<file path="config.mk">
export PLATFORM = sky130hd
export DESIGN_NAME = eoc_framer
export DESIGN_NICKNAME = d
export VERILOG_FILES = /design/src/rtl/eoc_framer.sv
export SDC_FILE = /design/constraint.sdc
export NUM_CORES = 1
export LEC_CHECK = 0
export ABC_CLOCK_PERIOD_IN_PS = 4000
export BUFFER_PORTS_ARGS = -buffer_cell sky130_fd_sc_hd__buf_2
export CORE_AREA = 2 2 69 71
export CTS_BUF_LIST = sky130_fd_sc_hd__clkbuf_4 sky130_fd_sc_hd__clkbuf_8
export DETAILED_ROUTE_END_ITERATION = 7
export DIE_AREA = 0 0 71 73
export MAX_ROUTING_LAYER = met4
export PLACE_DENSITY = 0.81
export SLEW_MARGIN = 20
export SYNTH_ARGS = -nofsm -noshare
export SYNTH_HDL_FRONTEND = slang
export SYNTH_SLANG_ARGS = --single-unit
export TNS_END_PERCENT = 30
</file>
<file path="constraint.sdc">
create_clock -name clk -period 4 [get_ports clk]
set_input_delay 0.8 -clock clk [delete_from_list [all_inputs] [get_ports clk]]
set_output_delay 0.8 -clock clk [all_outputs]
set_load 0.05 [all_outputs]
</file>
<file path="src/rtl/eoc_framer.sv">
module eoc_framer #(
  parameter int BITS_PER_FRAME  = 3,
  parameter int FRAMES_PER_HALF = 4
) (
  input  logic                                      clk,
  input  logic                                      rst_n,
  input  logic                                      frame_start,
  input  logic                                      superframe_start,
  input  logic                                      slot_strobe,
  input  logic [BITS_PER_FRAME-1:0]                 rx_m_bits,
  input  logic                                      tx_wr,
  input  logic [BITS_PER_FRAME*FRAMES_PER_HALF-1:0] tx_data,
  output logic [BITS_PER_FRAME-1:0]                 tx_m_bits,
  output logic [BITS_PER_FRAME*FRAMES_PER_HALF-1:0] rx_msg,
  output logic                                      rx_valid
);
  localparam int MSG_W = BITS_PER_FRAME * FRAMES_PER_HALF;
  localparam int PW    = $clog2(FRAMES_PER_HALF);
  localparam int FW    = PW + 1;
  localparam int LW    = $clog2(MSG_W);

  logic                       synced, slot_done;
  logic [FW-1:0]              fidx, fidx_n;
  logic [PW-1:0]              pos;
  logic [MSG_W-1:0]           tx_reg, tx_cur, acc, acc_n;
  logic [FRAMES_PER_HALF-1:0] got, got_n;
  logic [LW-1:0]              lsb;
  logic                       sf_hit, half_begin, cap, last_slot;

  assign sf_hit     = frame_start & superframe_start;
  assign fidx_n     = sf_hit ? '0 : fidx + 1'b1;
  assign half_begin = frame_start & (sf_hit | (synced & (fidx_n[PW-1:0] == '0)));
  assign pos        = fidx[PW-1:0];
  assign lsb        = LW'(MSG_W - BITS_PER_FRAME * (int'(pos) + 1));
  assign cap        = slot_strobe & synced & ~slot_done & ~frame_start;
  assign last_slot  = pos == PW'(FRAMES_PER_HALF - 1);
  assign got_n      = got | (FRAMES_PER_HALF'(1) << pos);
  assign tx_m_bits  = synced ? tx_cur[lsb +: BITS_PER_FRAME] : '0;

  always_comb begin
    acc_n = acc;
    acc_n[lsb +: BITS_PER_FRAME] = rx_m_bits;
  end

  always_ff @(posedge clk) begin
    if (!rst_n) begin
      synced    <= 1'b0;
      slot_done <= 1'b0;
      fidx      <= '0;
      tx_reg    <= '0;
      tx_cur    <= '0;
      acc       <= '0;
      got       <= '0;
      rx_msg    <= '0;
      rx_valid  <= 1'b0;
    end else begin
      rx_valid <= 1'b0;
      if (tx_wr) tx_reg <= tx_data;
      if (frame_start && (synced || sf_hit)) begin
        synced    <= 1'b1;
        fidx      <= fidx_n;
        slot_done <= 1'b0;
      end
      if (half_begin) begin
        tx_cur <= tx_reg;
        got    <= '0;
      end
      if (cap) begin
        acc       <= acc_n;
        got       <= got_n;
        slot_done <= 1'b1;
        if (last_slot && (&got_n)) begin
          rx_msg   <= acc_n;
          rx_valid <= 1'b1;
        end
      end
    end
  end

  p_tx_hold_r2: assert property (@(posedge clk) disable iff (!rst_n)
    !frame_start |=> $stable(tx_m_bits));

  p_rx_hold_r4: assert property (@(posedge clk) disable iff (!rst_n)
    !rx_valid |-> $stable(rx_msg));

  p_one_pulse_r4: assert property (@(posedge clk) disable iff (!rst_n)
    rx_valid |=> !rx_valid);

  p_valid_after_strobe_r4: assert property (@(posedge clk) disable iff (!rst_n)
    rx_valid |-> $past(slot_strobe));

  p_realign_load_r6: assert property (@(posedge clk) disable iff (!rst_n)
    sf_hit |=> tx_m_bits == $past(tx_reg[MSG_W-1 -: BITS_PER_FRAME]));

  p_quiet_unsynced_r7: assert property (@(posedge clk) disable iff (!rst_n)
    !synced |-> (tx_m_bits == '0) && !rx_valid);

  p_extra_strobe_r8: assert property (@(posedge clk) disable iff (!rst_n)
    (slot_done && slot_strobe && !frame_start) |=> $stable(rx_msg) && !rx_valid);
endmodule

</file>
==> flow_summary.json, run 1 <==
{
  "worst_pin_slew_ns": 0.936,
  "end_kind": "output pin",
  "clk_pin_slew_worst_paths_ns": 0.10,
  "grt_max_degree": 32,
  "final_util_pct": 62.3,
  "status": "finished, final reports clean",
  "gp_congestion": 0.875,
  "chipWidth_um": 71,
  "synthDominantCellAreaShare_pct": 43.8,
  "synthToLayoutAreaGrowth_pct": 10.5,
  "cts_max_level": 2,
  "die_area_um2": 5180,
  "synthTopCellsByArea": "dfxtp_1 (44%), mux2i_1 (12%), nor2_1 (6.2%)",
  "final_nets": 334,
  "tritoncts": "yes",
  "n_antenna_cell": 0,
  "hold_viol_final": 0,
  "io_buffers": 36,
  "clkSinkCount": 56,
  "drt-initial-drc-count": 146,
  "critPathBufInv": 2,
  "yosysWarnings": 0,
  "core_um2": 4540,
  "fin_skew_ns": 0.0132,
  "setup_violations": 0,
  "dr_total_vias": 2061,
  "max_stage_delay_ns": 0.63,
  "post_cts_resized": 0,
  "drive_gt1_share_pct": 17.8,
  "die_y_um": 73,
  "post-route-period-util_pct": 84.3,
  "slew_headroom_pct": 37.6,
  "clockBufferDepth": 2,
  "dp_hpwl_mm": 3.62,
  "cap_violations": 0,
  "viasPerCell": 5.68,
  "cp_data_arrival_time_ns": 2.57,
  "irDropWorstVdd_uv": 228,
  "cpLargestDelayFamily": "adder cells",
  "synth_edf_count": 0,
  "switchingPower_mw": 0.236,
  "antenna_found_initial": 0,
  "syn_area_um2": 2560,
  "wirelength_mm": 5.03,
  "syn_inst": 282,
  "critPathRequiredTime_ns": 3.20,
  "grt_pass1_wl_mm": 8.74,
  "switching_share_pct": 24.3,
  "pwr-share-seq_pct": 59.6,
  "synth-seq-cells": 56,
  "critical_path_class": "reg -> out",
  "max_freq_ghz": 0.297,
  "clkPwrFrac_pct": 32.2,
  "p_int_mw": 0.736,
  "drt_first_pass_iters": 4,
  "synthArstFlopShare_pct": 0,
  "start_util_pct": 56.4,
  "critPathMaxFanout": 17,
  "startpoint_type": "register",
  "pwr-share-comb_pct": 8.2,
  "powerDensity_nw_per_um2": 344,
  "rsz0062_at_grt": "false",
  "yosysMostFrequentCell": "dfxtp_1",
  "rows": 25,
  "holdCritPathClass": "reg -> reg",
  "slowest_stage": "ha_1",
  "grt.total_usage_pct": 21.6,
  "leakage_nw": 1.20,
  "hold_buffers": 0,
  "ant_nets": 0,
  "cts_made_buffers": 5,
  "yosysUniqueCellTypes": 42,
  "io_pins": 37,
  "drc": 0,
  "overflow": 0,
  "yosys.area.top_type": "dfxtp_1",
  "ctsRootBufferMaster": "clkbuf_8",
  "syn_nets": 308,
  "yosys-top-cells-count": "dfxtp_1 (56), nor2_1 (42), mux2i_1 (30)",
  "clk_latency_ns": 0.31,
  "wire_per_inst_um": 13.9,
  "slew_viol_final": 0,
  "syn_avg_cell_area_um2": 9.07,
  "crit_chain": "inv_1 > ha_1 > mux4_2 > nor2_1 > a21oi_1 > o211a_1 > buf_2",
  "grt_pass1_vias": 1936,
  "post_cts.repair.setup_buffers": 0,
  "yosysSeqAreaShare_pct": 43.8,
  "post-route-min-period_ns": 3.37,
  "synth_top_flop_cell": "dfxtp_1",
  "tns_ns": 0
}
==> routing by layer <==
| layer | wire, um | GRT usage (%) | vias to the layer above |
|---|---|---|---|
| met5 | 0 | - | - |
| met4 | 51 | 7.76 | 0 |
| met3 | 206 | 4.56 | 5 |
| met2 | 2420 | 35.3 | 47 |
| met1 | 2350 | 26.5 | 970 |
| li1 | - | - | 1039 |
==> metrics by stage <==
step                hold slack [ns]  total power [mW]  setup WS, ns  area [um^2]  std cells
finish                        0.454             0.972         0.629         2830        363
global route                  0.478              1.02         0.476         2830        363
CTS                           0.456             0.979         0.620         2830        363
detailed placement            0.443             0.671         0.970         2730        355
global placement              0.434             0.669          1.04         2730        355
floorplan                     0.432             0.647         0.714         2560        282
==> worst reg2reg max path, cell delays in order (launching register included) <==
cell     delay [ns]
dfxtp_1        0.42
inv_1          0.09
ha_1           0.63
and3b_1        0.25
o21ai_2        0.72
mux2i_1        0.28
nor2_1         0.06
==> worst paths after layout <==
kind	start	to	slack, ns	depth (start not counted)
min reg2reg	rx_msg[11]	rx_msg[11]	0.45	2
max	fidx[1]	tx_m_bits[1]	0.63	7
max reg2reg	fidx[1]	tx_cur[11]	1.42	6
min	rx_msg[11]	rx_msg[11]	0.45	2
==> layout make-up <==
| type | instances | area, um^2 |
|---|---|---|
| Multi-Input combinational cell | 200 | 1320 |
| Inverter | 6 | 22.5 |
| Timing Repair Buffer | 39 | 203 |
| Fill cell | 399 | 1710 |
| Sequential cell | 56 | 1120 |
| Clock buffer | 6 | 76.3 |
| Clock inverter | 2 | 16.3 |
| Tap cell | 54 | 67.6 |
==> placed cells by master (no fill, tap or decap), types with 2 or more instances in the layout <==
cell type	count
nand2_1	24
o21ai_0	12
dfxtp_1	56
o31ai_1	2
nor3b_1	2
nand4_1	3
a22oi_1	2
a32oi_1	3
clkbuf_8	5
and3_1	3
nand3b_1	9
mux2i_1	30
mux4_2	3
and2_1	3
a21oi_1	21
nand2b_1	4
buf_4	3
o22a_1	2
ha_1	5
buf_2	36
inv_1	6
mux2_2	3
nand3_1	6
a211oi_1	5
nor2_1	42
or4_1	2
==> cells by family (layout without fill, tap and decap cells) <==
kind of cell	count (synthesis)	count (layout)	synth area share, %
adder cells (fa/ha/maj)	5	5	2.45
flip-flops	56	56	43.8
buffers and inverters	26	53	4.60
AND/OR/NAND/NOR	103	103	19.4
AO/OA/AOI/OAI	54	54	13.4
multiplexers	36	36	15.7
XOR/XNOR	2	2	0.685
==> power groups by stage <==
stage	Clock [mW]	Sequential (mW)	Combinational, mW
4_1_cts	0.321	0.579	0.0796
3_3_place_gp	0	0.592	0.0773
3_5_place_dp	0	0.592	0.0792
6_report	0.313	0.579	0.0793
5_1_grt	0.346	0.582	0.0884
2_1_floorplan	0	0.588	0.0584
No activity file was read; power rests on OpenSTA's default activity.
==> run 2: changes to the inputs <==
--- a/config.mk
+++ b/config.mk
@@ -5,14 +5,14 @@
 export SDC_FILE = /design/constraint.sdc
 export NUM_CORES = 1
 export LEC_CHECK = 0
-export ABC_CLOCK_PERIOD_IN_PS = 4000
+export ABC_CLOCK_PERIOD_IN_PS = 2800
 export BUFFER_PORTS_ARGS = -buffer_cell sky130_fd_sc_hd__buf_2
-export CORE_AREA = 2 2 69 71
+export CORE_AREA = 2 2 73 75
 export CTS_BUF_LIST = sky130_fd_sc_hd__clkbuf_4 sky130_fd_sc_hd__clkbuf_8
 export DETAILED_ROUTE_END_ITERATION = 7
-export DIE_AREA = 0 0 71 73
+export DIE_AREA = 0 0 75 77
 export MAX_ROUTING_LAYER = met4
-export PLACE_DENSITY = 0.81
+export PLACE_DENSITY = 0.76
 export SLEW_MARGIN = 20
 export SYNTH_ARGS = -nofsm -noshare
 export SYNTH_HDL_FRONTEND = slang
==> constraint.sdc (replaced) <==
create_clock -name clk -period 2.8 [get_ports clk]
set_input_delay 0.56 -clock clk [delete_from_list [all_inputs] [get_ports clk]]
set_output_delay 0.56 -clock clk [all_outputs]
set_load 0.05 [all_outputs]
==> run 2 against run 1 <==
Net effect: wire length rose by 1.1%; clock skew rose by 0.0013 ns; non-clock buffer count rose by 4; core utilization is 3.7 points lower; largest cell class unchanged; highest routed layer unchanged.
==> flow_summary.json, run 2 (synthesis results as in run 1) <==
{
  "holdPathStages": 2,
  "clockBufferDepth": 2,
  "power_mw": 1.39,
  "leakage_nw": 1.22,
  "final_util_pct": 58.6,
  "rsz0062_at_grt": "true",
  "critPathMaxFanout": 5,
  "drc": 0,
  "cap_violations": 0,
  "clk_latency_ns": 0.31,
  "post-route-min-period_ns": 2.79,
  "grt_pass1_wl_mm": 8.34,
  "status": "finished, final reports clean",
  "ant_nets": 0,
  "hold_buffers": 0,
  "irDropWorstVdd_uv": 371,
  "drive_gt1_share_pct": 21.1,
  "viasPerCell": 5.40,
  "ctsRootBufferMaster": "clkbuf_8",
  "core_um2": 4980,
  "dp_hpwl_mm": 3.62,
  "worst_pin_slew_ns": 0.704,
  "wirelength_mm": 5.09,
  "wire_per_inst_um": 13.3,
  "post_cts.repair.setup_buffers": 0,
  "grt_max_degree": 48,
  "antenna_found_initial": 0,
  "max_stage_delay_ns": 0.48,
  "regToRegEndpoint": "tx_cur[7]",
  "r2r_slack_ns": 0.66,
  "critPathRequiredTime_ns": 2.24,
  "slowest_stage": "mux4_2",
  "tritoncts": "yes",
  "setup_violations": 0,
  "startpoint_type": "register",
  "clk_pin_slew_worst_paths_ns": 0.11,
  "post-route-period-util_pct": 99.8,
  "use_met1_pct": 25.2,
  "hold_viol_final": 0,
  "min_to": "rx_msg[6]",
  "die_y_um": 77,
  "overflow": 0,
  "n_antenna_cell": 0,
  "final_common_cell": "dfxtp_1",
  "crit_start": "fidx[1]",
  "powerDensity_nw_per_um2": 478,
  "nFillCells": 446,
  "dr_total_vias": 2069,
  "final_nets": 338,
  "fin_skew_ns": 0.0144,
  "final_cell_mix": "dfxtp_1 (54), nor2_1 (42), buf_2 (33)",
  "clkSinkCount": 56,
  "cts_max_level": 2,
  "grt.total_usage_pct": 19.0,
  "r2r_cells": 8,
  "cts_made_buffers": 5,
  "drt-initial-drc-count": 125,
  "die_area_um2": 5780,
  "gp_congestion": 0.852,
  "rows": 26,
  "io_pins": 37,
  "drt_first_pass_iters": 4,
  "cp_data_arrival_time_ns": 2.23,
  "start_util_pct": 51.4,
  "end_kind": "output pin",
  "grt_pass1_vias": 1820,
  "use_met3_pct": 4.20,
  "crit_chain": "inv_2 > ha_2 > mux4_2 > and2_1 > a311o_1 > and3_1 > buf_6",
  "slew_headroom_pct": 53.0,
  "min-delay-start": "rx_msg[6]",
  "slew_viol_final": 0,
  "top_usage_layer": "met2",
  "r2r-start": "fidx[1]",
  "synthToLayoutAreaGrowth_pct": 14.1,
  "grt_use_met2_pct": 28.4,
  "holdCritPathClass": "reg -> reg",
  "chipWidth_um": 75,
  "io_buffers": 36,
  "critical_path_class": "reg -> out",
  "max_freq_ghz": 0.358
}
[run 2: cell types whose count changed in the layout (fill, tap and decap cells not counted), sizes merged]
cell      before  now
clkbuf         6    5
clkinv         1    2
inv            6    7
clkinvlp       1    0
buf           39   43
[run 2: power breakdown]
group	switching, mW	internal, mW	total (mW)
clock	0.269	0.180	0.449
sequential	0.0136	0.814	0.827
combinational	0.0667	0.0521	0.119
total	0.349	1.05	1.39
[run 2: worst max-delay path by stage]
stage | slack, ns | cells past startpoint | endpoint
6_report | 0.007 | 7 | tx_m_bits[2]
3_3_place_gp | 0.27 | 8 | tx_m_bits[0]
5_1_grt | -0.06 | 8 | tx_m_bits[1]
2_1_floorplan | 0.03 | 9 | tx_m_bits[1]
3_5_place_dp | 0.17 | 8 | tx_m_bits[0]
4_1_cts | 0.02 | 7 | tx_m_bits[2]
[run 2: cell type report]
cell class | count | area, um^2 | share of cell area [%]
multi-input combinational | 200 | 1330 | 45.6
sequential | 56 | 1130 | 38.6
clock buffer | 5 | 68.8 | 2.36
timing repair buffer | 43 | 259 | 8.88
clock inverter | 3 | 22.5 | 0.772
inverter | 6 | 22.5 | 0.772
tap | 70 | 87.6 | 3.00
[run 2: layer usage]
metal | wire [um] | share of wire [%]
met4 | 57 | 1.1
met3 | 226 | 4.4
met1 | 2420 | 48
met2 | 2380 | 47
met5 | 0 | 0
[run 2: metrics by stage]
| stage | setup TNS, ns | setup slack [ns] | hold WS [ns] | area (um^2) | instances |
|---|---|---|---|---|---|
| final | 0 | 0.00665 | 0.451 | 2920 | 383 |
| after CTS | 0 | 0.0216 | 0.455 | 2910 | 383 |
| after detailed placement | 0 | 0.170 | 0.441 | 2790 | 375 |
| after global routing | -0.122 | -0.0634 | 0.479 | 2920 | 383 |
| after floorplan | 0 | 0.0308 | 0.432 | 2560 | 282 |
| after global placement | 0 | 0.265 | 0.436 | 2790 | 375 |
[run 2: repair_timing]
action,4_1_cts,5_1_grt
setup endpoints to repair,3,3
resized for setup,13,3
pin swaps,0,0
[run 2: critical path, delay by kind of cell (launching register included)]
kind            cells  cell delay, ns
simple gates        2            0.35
mux                 1            0.48
compound gates      1            0.31
flops               1            0.38
fa+ha+maj           1            0.19
buf+inv             2            0.21
